### src/rtl/udma_wr_pkg.sv
// Package: shared state type, CRC constants and the CRC step function
// for the write-burst terminator. Assumes a 16-bit data bus.
package udma_wr_pkg;

    localparam int unsigned WORD_W = 16;
    localparam logic [WORD_W-1:0] CRC_POLY = 16'h1021;
    localparam logic [WORD_W-1:0] CRC_SEED = 16'h4ABA;

    typedef enum logic [2:0] {
        ST_IDLE,
        ST_ARM,
        ST_RECV,
        ST_TERM,
        ST_WREL,
        ST_CHECK
    } term_state_t;

    // One CRC update over a full word, most significant data bit first.
    function automatic logic [WORD_W-1:0] crc16_step(
        input logic [WORD_W-1:0] cur,
        input logic [WORD_W-1:0] dat
    );
        logic [WORD_W-1:0] acc;
        logic              fb;
        acc = cur;
        for (int i = WORD_W - 1; i >= 0; i--) begin
            fb  = acc[WORD_W-1] ^ dat[i];
            acc = {acc[WORD_W-2:0], 1'b0} ^ ({WORD_W{fb}} & CRC_POLY);
        end
        return acc;
    endfunction

endpackage

### src/rtl/udma_sync.sv
// Module: multi-stage synchroniser for a bundle of asynchronous inputs.
// All bits pass through the same number of stages, so a data bus that is
// stable around its strobe edge stays aligned with that strobe.
// Assumes the sender holds each value for more than STAGES+1 cycles.
module udma_sync #(
    parameter int unsigned       W       = 1,
    parameter int unsigned       STAGES  = 2,
    parameter logic [W-1:0]      RST_VAL = '0
) (
    input  logic         clk,
    input  logic         rst_n,
    input  logic [W-1:0] d_in,
    output logic [W-1:0] d_out
);

    for (genvar g = 0; g < STAGES; g++) begin : g_stage
        logic [W-1:0] q;
        if (g == 0) begin : g_first
            // Purpose: first capture stage from the asynchronous input.
            always_ff @(posedge clk) begin
                if (!rst_n) q <= RST_VAL;
                else        q <= d_in;
            end
        end else begin : g_rest
            // Purpose: further stages that settle metastability.
            always_ff @(posedge clk) begin
                if (!rst_n) q <= RST_VAL;
                else        q <= g_stage[g-1].q;
            end
        end
    end

    assign d_out = g_stage[STAGES-1].q;

endmodule

### src/rtl/udma_crc16.sv
// Module: CRC-16 accumulator over received words. It is seeded at each
// burst start and advanced once per accepted word.
// Assumes seed and upd are never high in the same cycle.
module udma_crc16
    import udma_wr_pkg::*;
(
    input  logic              clk,
    input  logic              rst_n,
    input  logic              seed,
    input  logic              upd,
    input  logic [WORD_W-1:0] data,
    output logic [WORD_W-1:0] crc
);

    // Purpose: hold the running CRC, reload the seed, or advance by one word.
    always_ff @(posedge clk) begin
        if (!rst_n)    crc <= CRC_SEED;
        else if (seed) crc <= CRC_SEED;
        else if (upd)  crc <= crc16_step(crc, data);
    end

endmodule

### src/rtl/udma_term_fsm.sv
// Module: burst sequencer. It raises the request, grants ready when the host
// acknowledges, and decides which strobe edges carry words. It runs the
// device-side termination (ready withdrawn, request dropped after T_RP) and
// flags when the host CRC is to be captured and checked.
// Assumes all host inputs are already synchronised and mutually aligned.
module udma_term_fsm
    import udma_wr_pkg::*;
#(
    parameter int unsigned T_RP = 8
) (
    input  logic        clk,
    input  logic        rst_n,
    input  logic        go,
    input  logic        stop_req,
    input  logic        ack_n_s,
    input  logic        halt_s,
    input  logic        strb_edge,
    output term_state_t st,
    output logic        rdy_n,
    output logic        req,
    output logic        seed,
    output logic        accept,
    output logic        capture,
    output logic        done
);

    localparam int unsigned     CW     = $clog2(T_RP + 2);
    localparam logic [CW-1:0]   RP_LIM = CW'(T_RP);

    term_state_t   nxt;
    logic [CW-1:0] rp_cnt;
    logic          rp_done;
    logic          words_seen;
    logic          ack_q;
    logic          ack_rel;

    // Purpose: decode word acceptance, the seed point and the acknowledge release.
    always_comb begin
        accept  = strb_edge &&
                  ((st == ST_RECV) ||
                   (((st == ST_TERM) || (st == ST_WREL)) && !halt_s));
        seed    = (st == ST_ARM) && !ack_n_s;
        ack_rel = ack_n_s && !ack_q;
        capture = (st == ST_WREL) && ack_rel;
        rp_done = (rp_cnt >= RP_LIM);
    end

    // Purpose: next-state selection for the burst sequence.
    always_comb begin
        nxt = st;
        unique case (st)
            ST_IDLE:  if (go)                      nxt = ST_ARM;
            ST_ARM:   if (!ack_n_s)                nxt = ST_RECV;
            ST_RECV:  if (stop_req && words_seen)  nxt = ST_TERM;
            ST_TERM:  if (rp_done)                 nxt = ST_WREL;
            ST_WREL:  if (capture)                 nxt = ST_CHECK;
            ST_CHECK:                              nxt = ST_IDLE;
            default:                               nxt = ST_IDLE;
        endcase
    end

    // Purpose: state register.
    always_ff @(posedge clk) begin
        if (!rst_n) st <= ST_IDLE;
        else        st <= nxt;
    end

    // Purpose: delayed copy of acknowledge for release-edge detection.
    always_ff @(posedge clk) begin
        if (!rst_n) ack_q <= 1'b1;
        else        ack_q <= ack_n_s;
    end

    // Purpose: remember whether this burst has delivered a word yet.
    always_ff @(posedge clk) begin
        if (!rst_n)                        words_seen <= 1'b0;
        else if (seed)                     words_seen <= 1'b0;
        else if (accept && st == ST_RECV)  words_seen <= 1'b1;
    end

    // Purpose: count cycles since ready was withdrawn, saturating.
    always_ff @(posedge clk) begin
        if (!rst_n)                          rp_cnt <= '0;
        else if (st == ST_RECV)              rp_cnt <= '0;
        else if (st == ST_TERM && !rp_done)  rp_cnt <= rp_cnt + 1'b1;
    end

    // Purpose: drive the ready and request lines at state transitions.
    always_ff @(posedge clk) begin
        if (!rst_n) begin
            rdy_n <= 1'b1;
            req   <= 1'b0;
        end else begin
            if (st == ST_IDLE && go)             req   <= 1'b1;
            if (st == ST_TERM && rp_done)        req   <= 1'b0;
            if (st == ST_ARM && !ack_n_s)        rdy_n <= 1'b0;
            if (st == ST_RECV && nxt == ST_TERM) rdy_n <= 1'b1;
        end
    end

    // Purpose: one-cycle end-of-burst pulse, issued with the CRC verdict.
    always_ff @(posedge clk) begin
        if (!rst_n) done <= 1'b0;
        else        done <= (st == ST_CHECK);
    end

    AST_REQ_HELD_LOW: assert property (@(posedge clk) disable iff (!rst_n)
        ((st == ST_TERM || st == ST_WREL || st == ST_CHECK) && !req) |=> !req)
        else $error("request reasserted inside termination");

    AST_RECV_LINES: assert property (@(posedge clk) disable iff (!rst_n)
        (st == ST_RECV) |-> (req && !rdy_n))
        else $error("receiving without ready and request");

endmodule

### src/rtl/udma_wr_term.sv
// Module: top of the Ultra DMA write-burst device-side terminator.
// It synchronises the host lines, detects strobe transitions, delivers
// words and runs the CRC. It captures the host CRC on acknowledge release
// and keeps a sticky miscompare flag per command.
// Assumes the host holds the bus stable for several cycles around each
// strobe transition and around the acknowledge release.
module udma_wr_term
    import udma_wr_pkg::*;
#(
    parameter int unsigned T_RP        = 8,
    parameter int unsigned SYNC_STAGES = 2
) (
    input  logic              clk,
    input  logic              rst_n,
    input  logic              cmd_start,
    input  logic              burst_go,
    input  logic              stop_req,
    input  logic              h_ack_n,
    input  logic              h_halt,
    input  logic              h_strb,
    input  logic [WORD_W-1:0] h_bus,
    output logic              d_rdy_n,
    output logic              d_req,
    output logic [WORD_W-1:0] word_data,
    output logic              word_valid,
    output logic              burst_done,
    output logic              crc_err
);

    localparam int unsigned        BW      = WORD_W + 3;
    localparam logic [BW-1:0]      BND_RST = {1'b0, 1'b1, 1'b1, {WORD_W{1'b0}}};
    localparam int unsigned        AW      = $clog2(T_RP + 3);
    localparam logic [AW-1:0]      AGE_MAX = AW'(T_RP + 1);

    logic [BW-1:0]     bnd_s;
    logic              halt_s;
    logic              ack_n_s;
    logic              strb_s;
    logic [WORD_W-1:0] bus_s;
    logic              strb_q;
    logic              strb_edge;
    term_state_t       st;
    logic              seed;
    logic              accept;
    logic              capture;
    logic [WORD_W-1:0] crc_loc;
    logic [WORD_W-1:0] crc_host;

    udma_sync #(
        .W       (BW),
        .STAGES  (SYNC_STAGES),
        .RST_VAL (BND_RST)
    ) i_sync (
        .clk   (clk),
        .rst_n (rst_n),
        .d_in  ({h_halt, h_ack_n, h_strb, h_bus}),
        .d_out (bnd_s)
    );

    assign {halt_s, ack_n_s, strb_s, bus_s} = bnd_s;

    // Purpose: delayed strobe for detecting transitions in either direction.
    always_ff @(posedge clk) begin
        if (!rst_n) strb_q <= 1'b1;
        else        strb_q <= strb_s;
    end

    assign strb_edge = strb_s ^ strb_q;

    udma_term_fsm #(
        .T_RP (T_RP)
    ) i_fsm (
        .clk       (clk),
        .rst_n     (rst_n),
        .go        (burst_go),
        .stop_req  (stop_req),
        .ack_n_s   (ack_n_s),
        .halt_s    (halt_s),
        .strb_edge (strb_edge),
        .st        (st),
        .rdy_n     (d_rdy_n),
        .req       (d_req),
        .seed      (seed),
        .accept    (accept),
        .capture   (capture),
        .done      (burst_done)
    );

    udma_crc16 i_crc (
        .clk   (clk),
        .rst_n (rst_n),
        .seed  (seed),
        .upd   (accept),
        .data  (bus_s),
        .crc   (crc_loc)
    );

    // Purpose: register each accepted word with its one-cycle qualifier.
    always_ff @(posedge clk) begin
        if (!rst_n) begin
            word_valid <= 1'b0;
            word_data  <= '0;
        end else begin
            word_valid <= accept;
            if (accept) word_data <= bus_s;
        end
    end

    // Purpose: take the host CRC from the bus when acknowledge is released.
    always_ff @(posedge clk) begin
        if (!rst_n)       crc_host <= '0;
        else if (capture) crc_host <= bus_s;
    end

    // Purpose: sticky miscompare flag, cleared only at command start.
    always_ff @(posedge clk) begin
        if (!rst_n)                                   crc_err <= 1'b0;
        else if (cmd_start)                           crc_err <= 1'b0;
        else if (st == ST_CHECK && crc_loc != crc_host) crc_err <= 1'b1;
    end

    // Checker-side bookkeeping, kept apart from the sequencer's own counter.
    logic [AW-1:0] rdy_age;
    logic [3:0]    burst_words;

    // Purpose: cycles that ready has been withdrawn, saturating (checker only).
    always_ff @(posedge clk) begin
        if (!rst_n)                              rdy_age <= AGE_MAX;
        else if (!d_rdy_n)                       rdy_age <= '0;
        else if (rdy_age != AGE_MAX)             rdy_age <= rdy_age + 1'b1;
    end

    // Purpose: words delivered in the current burst, saturating (checker only).
    always_ff @(posedge clk) begin
        if (!rst_n)                              burst_words <= '0;
        else if (burst_done)                     burst_words <= '0;
        else if (word_valid && burst_words != 4'hF) burst_words <= burst_words + 1'b1;
    end

    AST_NO_EARLY_TERM: assert property (@(posedge clk) disable iff (!rst_n)
        $rose(d_rdy_n) |-> (burst_words != 4'h0 || word_valid))
        else $error("termination before any word");

    AST_REQ_AFTER_RP: assert property (@(posedge clk) disable iff (!rst_n)
        $fell(d_req) |-> (rdy_age >= AW'(T_RP)))
        else $error("request dropped too early");

    AST_NO_WORD_AFTER_HALT: assert property (@(posedge clk) disable iff (!rst_n)
        word_valid |-> !$past(halt_s))
        else $error("word taken after STOP");

    AST_ERR_STICKY: assert property (@(posedge clk) disable iff (!rst_n)
        (crc_err && !cmd_start) |=> crc_err)
        else $error("error flag lost without command start");

    AST_IDLE_LINES: assert property (@(posedge clk) disable iff (!rst_n)
        burst_done |-> (d_rdy_n && !d_req))
        else $error("lines not idle at burst end");

endmodule

### config.mk
export PLATFORM = sky130hd
export DESIGN_NAME = udma_wr_term
export DESIGN_NICKNAME = d
export VERILOG_FILES = /design/src/rtl/udma_wr_pkg.sv /design/src/rtl/udma_sync.sv /design/src/rtl/udma_crc16.sv /design/src/rtl/udma_term_fsm.sv /design/src/rtl/udma_wr_term.sv
export SDC_FILE = /design/constraint.sdc
export NUM_CORES = 1
export LEC_CHECK = 0
export ABC_AREA = 1
export BUFFER_PORTS_ARGS = -buffer_cell sky130_fd_sc_hd__buf_2
export CAP_MARGIN = 20
export CORE_MARGIN = 3
export CORE_UTILIZATION = 35
export CTS_CLUSTER_DIAMETER = 200
export DETAILED_ROUTE_END_ITERATION = 7
export HOLD_SLACK_MARGIN = 0.08
export PLACE_DENSITY_LB_ADDON = 0.15
export SLEW_MARGIN = 25
export SYNTH_ARGS = -nofsm -noshare
export SYNTH_HDL_FRONTEND = slang
export SYNTH_SLANG_ARGS = --single-unit
### constraint.sdc
create_clock -name clk -period 3.3 [get_ports clk]
set_input_delay 0.33 -clock clk [delete_from_list [all_inputs] [get_ports clk]]
set_output_delay 0.33 -clock clk [all_outputs]
set_load 0.005 [all_outputs]
==> impl_metrics.prom, run 1 <==
# TYPE chip_impl_metric gauge
chip_impl_metric{name="ctsLongestPathBuffers",unit=""} 2
chip_impl_info{name="worst_flop_to_flop_path_endpoint",value="i_crc.crc[15]"} 1
chip_impl_info{name="cell_types_occupying_the_most_area_after_synthesis",value="dfxtp_1 48%, nand2_1 12%, inv_1 7.4%, o21ai_0 5.1%, nor2_1 4.7%"} 1
chip_impl_metric{name="routed_via_density",unit=""} 4.47
chip_impl_metric{name="tritoncts.num_buffers",unit=""} 9
chip_impl_metric{name="finish.net_count",unit=""} 635
chip_impl_metric{name="gr-usage-all-layers",unit=""} 0.145
chip_impl_metric{name="globalRouteOverflowTotal",unit=""} 0
chip_impl_metric{name="cts_resized",unit=""} 0
chip_impl_info{name="hp-class",value="primary input to flop"} 1
chip_impl_metric{name="clk_transition_reported_paths",unit="ps"} 70
chip_impl_info{name="clock_tree.root_cell",value="clkbuf_16"} 1
chip_impl_metric{name="cts.hold.buffers_added",unit=""} 0
chip_impl_metric{name="post_synth_net_total",unit=""} 595
chip_impl_metric{name="crit_arrival",unit="ps"} 2190
chip_impl_metric{name="timing.fmax",unit="MHz"} 509
chip_impl_info{name="synth_top_cell_by_area",value="dfxtp_1"} 1
chip_impl_metric{name="dp_hpwl",unit="µm"} 6670
chip_impl_metric{name="worst_slew_pin_slew",unit="ps"} 797
chip_impl_metric{name="synth_warnings",unit=""} 0
chip_impl_info{name="setup_repair_after_global_routing_missed_its_margin",value="no"} 1
chip_impl_metric{name="drt_iter0_drc",unit=""} 134
chip_impl_info{name="cts_tree",value="done"} 1
chip_impl_metric{name="finalSetupViolations",unit=""} 0
chip_impl_metric{name="unique_cell_type_count_in_the_yosys_netlist",unit=""} 29
chip_impl_info{name="setup.worst_path.start_class",value="flop"} 1
chip_impl_metric{name="finalWorstSetupSlack",unit="ps"} 1340
chip_impl_metric{name="final_total_pwr",unit="µW"} 2500
chip_impl_info{name="r2r-start",value="i_fsm.st[1]"} 1
chip_impl_metric{name="number_of_maximum_capacitance_violations",unit=""} 0
chip_impl_metric{name="synthDominantCellAreaShare",unit=""} 0.477
chip_impl_metric{name="n_fill_cell",unit=""} 1190
chip_impl_metric{name="floorplan.initialDensity",unit=""} 0.365
chip_impl_metric{name="power_density",unit="mW/mm²"} 513
chip_impl_metric{name="postCtsSetupRepairBufs",unit=""} 0
chip_impl_metric{name="synthToLayoutAreaGrowth",unit="%"} 15.2
chip_impl_metric{name="final_design_area_no_fill",unit="mm²"} 0.00488
chip_impl_metric{name="worst_slew_margin_rel",unit=""} 0.466
chip_impl_info{name="crit_type",value="flop to flop"} 1
chip_impl_info{name="critPathLaunch",value="i_fsm.st[1]"} 1
chip_impl_metric{name="post_synthesis_async_set_or_reset_flop_share",unit=""} 0
chip_impl_metric{name="r2r_cells",unit=""} 10
chip_impl_metric{name="drv_slew",unit=""} 0
chip_impl_info{name="synth_ff_type",value="dfxtp_1"} 1
chip_impl_metric{name="average_wire_per_standard_cell",unit="µm"} 12.1
chip_impl_metric{name="grt_max_degree",unit=""} 46
chip_impl_metric{name="placeableCoreArea",unit="mm²"} 0.0116
chip_impl_metric{name="synthCells",unit=""} 569
chip_impl_metric{name="worst-path-max-fanout",unit=""} 42
chip_impl_metric{name="grt_antenna_before_repair",unit=""} 0
chip_impl_info{name="post-synth-top-count-cell",value="nand2_1"} 1
chip_impl_info{name="critPathCapture",value="i_crc.crc[15]"} 1
chip_impl_metric{name="postSynthAreaPerCell",unit="µm²"} 7.44
chip_impl_metric{name="vias_in_the_first_global_route",unit=""} 3230
chip_impl_metric{name="worst-endpoint-required",unit="ps"} 3530
chip_impl_metric{name="leakage",unit="µW"} 0.00251
chip_impl_metric{name="ctsHtreeMaxLevel",unit=""} 3
chip_impl_metric{name="num_rows",unit=""} 39
chip_impl_metric{name="drt_wl_total",unit="µm"} 9180
chip_impl_metric{name="ys_ff_latch",unit=""} 101
chip_impl_metric{name="regToRegSetupSlack",unit="ps"} 1340
chip_impl_metric{name="synth_sequential_area_ratio",unit=""} 0.477
chip_impl_metric{name="cts.sinks",unit=""} 101
chip_impl_metric{name="post_synth_edffs",unit=""} 0
chip_impl_info{name="endpoint_kind",value="flop"} 1
chip_impl_metric{name="layout.cells.non_filler",unit=""} 757
chip_impl_metric{name="die_w",unit="µm"} 116
chip_impl_metric{name="dpl_worst_slack",unit="ps"} 1320
chip_impl_metric{name="port_buffers",unit=""} 44
chip_impl_metric{name="setup_tns",unit="ps"} 0
chip_impl_metric{name="ir_drop",unit="V"} 0.000244
chip_impl_metric{name="synthesis.area",unit="mm²"} 0.00424
chip_impl_metric{name="min_period",unit="ps"} 1960
chip_impl_metric{name="final_min_period_over_clock_period",unit=""} 0.595
chip_impl_metric{name="firstDrtPassIters",unit=""} 4
chip_impl_metric{name="placed_cells",unit=""} 741
chip_impl_metric{name="post_detailed_route_count_of_antenna_violating_nets",unit=""} 0
chip_impl_metric{name="grt_pass1_wl",unit="µm"} 15400
chip_impl_info{name="synth_commonest_cells",value="137 x nand2_1, 101 x dfxtp_1, 83 x inv_1"} 1
chip_impl_info{name="status",value="finished clean"} 1
chip_impl_metric{name="finalWeightedCongestion",unit=""} 0.837
chip_impl_metric{name="clk_latency",unit="ps"} 340
chip_impl_metric{name="report.final.hold_viol_count",unit=""} 0
chip_impl_metric{name="antenna_cells",unit=""} 0
chip_impl_metric{name="remaining_drc_errors",unit=""} 0
chip_impl_metric{name="drive_above_1_share",unit=""} 0.135
chip_impl_metric{name="vias",unit=""} 3383
chip_impl_metric{name="die-area",unit="mm²"} 0.0135
chip_impl_metric{name="postPlaceCellArea",unit="mm²"} 0.00458
chip_impl_metric{name="floorplan.io_pins",unit=""} 45
chip_impl_metric{name="die_y",unit="µm"} 116
chip_impl_metric{name="fin_worst_skew",unit="ps"} 7.17
## power by group
part / total [µW] / leakage (µW) / switching (µW) / internal [µW]
clock network: 1050 / 0.000143 / 442 / 607
registers: 1270 / 0.000823 / 18.8 / 1250
logic: 188 / 0.00154 / 118 / 70.0
## stage by stage
| step | hold slack, ps | utilization |
|---|---|---|
| 3_5_place_dp | 398 | 0.395 |
| 6_report | 167 | 0.420 |
| 2_1_floorplan | 390 | - |
| 3_3_place_gp | 393 | 0.395 |
| 5_1_grt | 158 | 0.420 |
| 4_1_cts | 154 | 0.420 |
## cells in the final DEF, fill, tap and decap left out, types with 5 or more instances in the layout
cell type | synthesis | routed
inv_1 | 83 | 83
clkbuf_16 | 0 | 9
nand2_1 | 137 | 137
nand3b_1 | 5 | 5
xnor2_1 | 18 | 18
xor2_1 | 16 | 16
or2_2 | 10 | 10
dfxtp_1 | 101 | 101
o21ai_0 | 43 | 43
nor2_1 | 53 | 53
nand2_2 | 6 | 6
a21oi_1 | 30 | 30
nand3_1 | 23 | 23
buf_2 | 5 | 44
## worst min path at each step
stage / start / endpoint / slack, ps / depth (start not counted)
floorplan: i_sync.g_stage[0].q[0] / i_sync.d_out[0] / 390 / 2
global placement: i_sync.g_stage[0].q[5] / i_sync.d_out[5] / 390 / 2
detailed placement: i_sync.g_stage[0].q[5] / i_sync.d_out[5] / 400 / 2
CTS: h_bus[6] / i_sync.g_stage[0].q[6] / 150 / 3
global route: h_halt / i_sync.g_stage[0].q[18] / 160 / 3
finish: h_bus[8] / i_sync.g_stage[0].q[8] / 170 / 3
## metal layers
layer,up-vias,share of wire,global-route usage
met2,44,0.44,0.225
met5,-,0,0
met4,0,0.017,0.0472
li1,1835,-,-
met3,10,0.033,0.0360
met1,1494,0.51,0.198
## critical path, cell delays in order (launching register included)
cell and delay [ps]:
dfxtp_1 420, inv_1 70, nor3_2 210, nand2_1 90, nand2_1 270, buf_4 420, nand3_1 130, nand2_1 70
inv_1 50, nor2_1 80, nor2_1 40
## kinds of logic (layout without fill, tap and decap cells)
group	after synthesis	in the layout	synth area share
adder cells (fa/ha/maj)	2	2	0.00591
XOR/XNOR	34	34	0.0703
flip-flops	101	101	0.477
AND/OR/NAND/NOR	248	248	0.252
AO/OA/AOI/OAI	82	82	0.102
buffers and inverters	102	147	0.0919
## registers in the layout, summed over array words and instances, names as in the netlist
signal	flops
i_sync.d_out	19
i_sync.g_stage.q	19
crc_host	16
i_crc.crc	16
word_data	16
i_fsm.rp_cnt	4
i_fsm.st	3
crc_err	1
i_fsm.ack_q	1
i_fsm.done	1
i_fsm.rdy_n	1
i_fsm.req	1
i_fsm.words_seen	1
strb_q	1
word_valid	1
## cell type report
class                           count  area (µm²)  share of cell area
Clock buffer                       12         246              0.0505
Inverter                           84         315              0.0646
Clock inverter                      4        47.5             0.00975
Multi-Input combinational cell    366        1820               0.374
Sequential cell                   101        2020               0.415
Timing Repair Buffer               47         243              0.0498
Tap cell                          143         179              0.0367
No activity file was read; power rests on OpenSTA's default activity.
==> run 2: changes to the inputs <==
==> constraint.sdc (replaced) <==
create_clock -name clk -period 1.92 [get_ports clk]
set_input_delay 0.192 -clock clk [delete_from_list [all_inputs] [get_ports clk]]
set_output_delay 0.192 -clock clk [all_outputs]
set_load 0.005 [all_outputs]
==> run 2 against run 1 <==
- sequential share of layout area decreased by 2.2 points
- via count increased by 5.9%
- worst setup slack got worse by 1200 ps
- combinational power increased by 96%
- first-iteration DRC count increased by 37%
- critical path type unchanged
- highest routed layer unchanged
- critical path depth decreased by 1
- register-to-register slack got worse by 1200 ps
- routed wire length increased by 6.6%
- largest power group unchanged
- maximum frequency increased by 10%
==> impl_metrics.prom, run 2 (synthesis results as in run 1) <==
# TYPE chip_impl_metric gauge
chip_impl_info{name="status",value="finished clean"} 1
chip_impl_metric{name="report.final.hold_viol_count",unit=""} 0
chip_impl_info{name="cp_slowest_cell",value="dfxtp_1"} 1
chip_impl_info{name="layout.cells.most_common",value="nand2_1"} 1
chip_impl_info{name="setup_repair_after_global_routing_missed_its_margin",value="no"} 1
chip_impl_info{name="cpLargestDelayFamily",value="simple AND/OR/NAND/NOR gates"} 1
chip_impl_metric{name="clk_latency",unit="ps"} 340
chip_impl_metric{name="drv_slew",unit=""} 0
chip_impl_metric{name="drt_iter0_drc",unit=""} 183
chip_impl_metric{name="grt_pass1_wl",unit="µm"} 16400
chip_impl_metric{name="finalWeightedCongestion",unit=""} 0.887
chip_impl_metric{name="postCtsSetupRepairBufs",unit=""} 0
chip_impl_metric{name="cts.sinks",unit=""} 101
chip_impl_metric{name="number_of_maximum_capacitance_violations",unit=""} 0
chip_impl_metric{name="drt_wl_total",unit="µm"} 9780
chip_impl_metric{name="die-area",unit="mm²"} 0.0135
chip_impl_info{name="crit_type",value="flop to flop"} 1
chip_impl_metric{name="worst_slew_pin_slew",unit="ps"} 458
chip_impl_info{name="critPathMostFrequentCell",value="nand2_1"} 1
chip_impl_metric{name="fin_worst_skew",unit="ps"} 6.40
chip_impl_metric{name="die_y",unit="µm"} 116
chip_impl_metric{name="dp_hpwl",unit="µm"} 7060
chip_impl_metric{name="firstDrtPassIters",unit=""} 4
chip_impl_metric{name="highest_cell_delay_on_the_worst_timing_path",unit="ps"} 370
chip_impl_metric{name="vias_in_the_first_global_route",unit=""} 3415
chip_impl_metric{name="worstPathBufferInverterCount",unit=""} 0
chip_impl_metric{name="floorplan.initialDensity",unit=""} 0.365
chip_impl_info{name="critPathLaunch",value="i_crc.crc[14]"} 1
chip_impl_info{name="layout_common_cells",value="136 x nand2_1, 101 x dfxtp_1, 83 x inv_1"} 1
chip_impl_metric{name="globalRouteOverflowTotal",unit=""} 0
chip_impl_metric{name="ir_drop",unit="V"} 0.000688
chip_impl_info{name="clock_tree.root_cell",value="clkbuf_16"} 1
chip_impl_metric{name="timing.fmax",unit="MHz"} 563
chip_impl_metric{name="setup_tns",unit="ps"} 0
chip_impl_metric{name="final_total_pwr",unit="µW"} 4440
chip_impl_info{name="endpoint_kind",value="flop"} 1
chip_impl_metric{name="power_density",unit="mW/mm²"} 862
chip_impl_metric{name="n_fill_cell",unit=""} 1201
chip_impl_metric{name="drive_above_1_share",unit=""} 0.142
chip_impl_metric{name="post_detailed_route_count_of_antenna_violating_nets",unit=""} 0
chip_impl_metric{name="finalSetupViolations",unit=""} 0
chip_impl_metric{name="worst_slew_margin_rel",unit=""} 0.694
chip_impl_metric{name="grt_antenna_before_repair",unit=""} 0
chip_impl_metric{name="final_min_period_over_clock_period",unit=""} 0.925
chip_impl_metric{name="finish.net_count",unit=""} 662
chip_impl_metric{name="grt_max_degree",unit=""} 47
chip_impl_info{name="setup.worst_path.start_class",value="flop"} 1
chip_impl_metric{name="ctsHtreeMaxLevel",unit=""} 3
chip_impl_info{name="r2r-start",value="i_crc.crc[14]"} 1
chip_impl_info{name="crit_chain",value="xnor2_1, nand2_1, nand3b_1, nand2_4, or2_4, nand2_4, nand2_1, nand3_1, nand2_1"} 1
chip_impl_metric{name="worst-path-max-fanout",unit=""} 5
chip_impl_metric{name="placeableCoreArea",unit="mm²"} 0.0116
chip_impl_metric{name="average_wire_per_standard_cell",unit="µm"} 12.5
chip_impl_metric{name="crit_arrival",unit="ps"} 2010
chip_impl_metric{name="leakage",unit="µW"} 0.00264
chip_impl_metric{name="synthToLayoutAreaGrowth",unit="%"} 21.6
chip_impl_metric{name="min_period",unit="ps"} 1780
chip_impl_metric{name="tritoncts.num_buffers",unit=""} 9
chip_impl_metric{name="die_w",unit="µm"} 116
chip_impl_metric{name="port_buffers",unit=""} 44
chip_impl_metric{name="remaining_drc_errors",unit=""} 0
chip_impl_metric{name="floorplan.io_pins",unit=""} 45
chip_impl_metric{name="ctsLongestPathBuffers",unit=""} 2
chip_impl_info{name="min-delay-start",value="stop_req"} 1
chip_impl_info{name="cts_tree",value="done"} 1
chip_impl_metric{name="routed_via_density",unit=""} 4.57
chip_impl_metric{name="gr-usage-all-layers",unit=""} 0.156
chip_impl_metric{name="clk_transition_reported_paths",unit="ps"} 70
chip_impl_metric{name="num_rows",unit=""} 39
chip_impl_metric{name="vias",unit=""} 3583
chip_impl_info{name="hp-class",value="primary input to flop"} 1
chip_impl_metric{name="worst-endpoint-required",unit="ps"} 2160
chip_impl_metric{name="antenna_cells",unit=""} 0
run 2: cell type report:
cell class	count	area, µm²	area share
Clock buffer	11	233	0.0452
Clock inverter	5	75.1	0.0146
Inverter	84	318	0.0617
Multi-Input combinational cell	366	1830	0.355
Sequential cell	101	2020	0.393
Tap cell	143	179	0.0348
Timing Repair Buffer	74	495	0.0962
run 2: final timing paths:
check | cells after the start | to | slack (ps)
min reg2reg | 2 | i_sync.d_out[18] | 410
min | 3 | i_fsm.rdy_n | 140
max reg2reg | 9 | i_crc.crc[7] | 140
max | 9 | i_crc.crc[7] | 140
run 2: per-layer routing:
metal,vias up,track usage,routed length [µm]
li1,1897,-,-
met1,1617,0.213,4890
met2,59,0.243,4330
met3,10,0.0402,441
met4,0,0.0464,128
met5,-,0,0
run 2: timing repair:
item,CTS,global route
resized for setup,0,3
setup endpoints to repair,0,2
endpoints found under the hold margin,20,0
hold buffers,20,0
run 2: worst register-to-register path, delay by kind of cell, from the launching register on:
| family | cells | cell delay, ps |
|---|---|---|
| simple gates | 8 | 930 |
| xor+xnor | 1 | 380 |
| flops | 1 | 370 |
run 2: stage by stage:
step | hold WS [ps] | cell area [µm²] | util | instances | worst slack [ps]
final | 141 | 5150 | 0.443 | 784 | 143
after global routing | 167 | 5150 | 0.443 | 784 | 1.69
after CTS | 139 | 5140 | 0.443 | 784 | 155
after detailed placement | 377 | 4640 | 0.399 | 748 | 180
after global placement | 373 | 4640 | 0.399 | 748 | 153
after floorplan | 290 | 4240 | - | 569 | 483
run 2: where the power goes:
part           internal (µW)  switching (µW)  leakage [µW]
Sequential              2150            31.0      0.000823
Clock                   1140             758      0.000153
Combinational            150             218       0.00166
Total                   3430            1010       0.00264
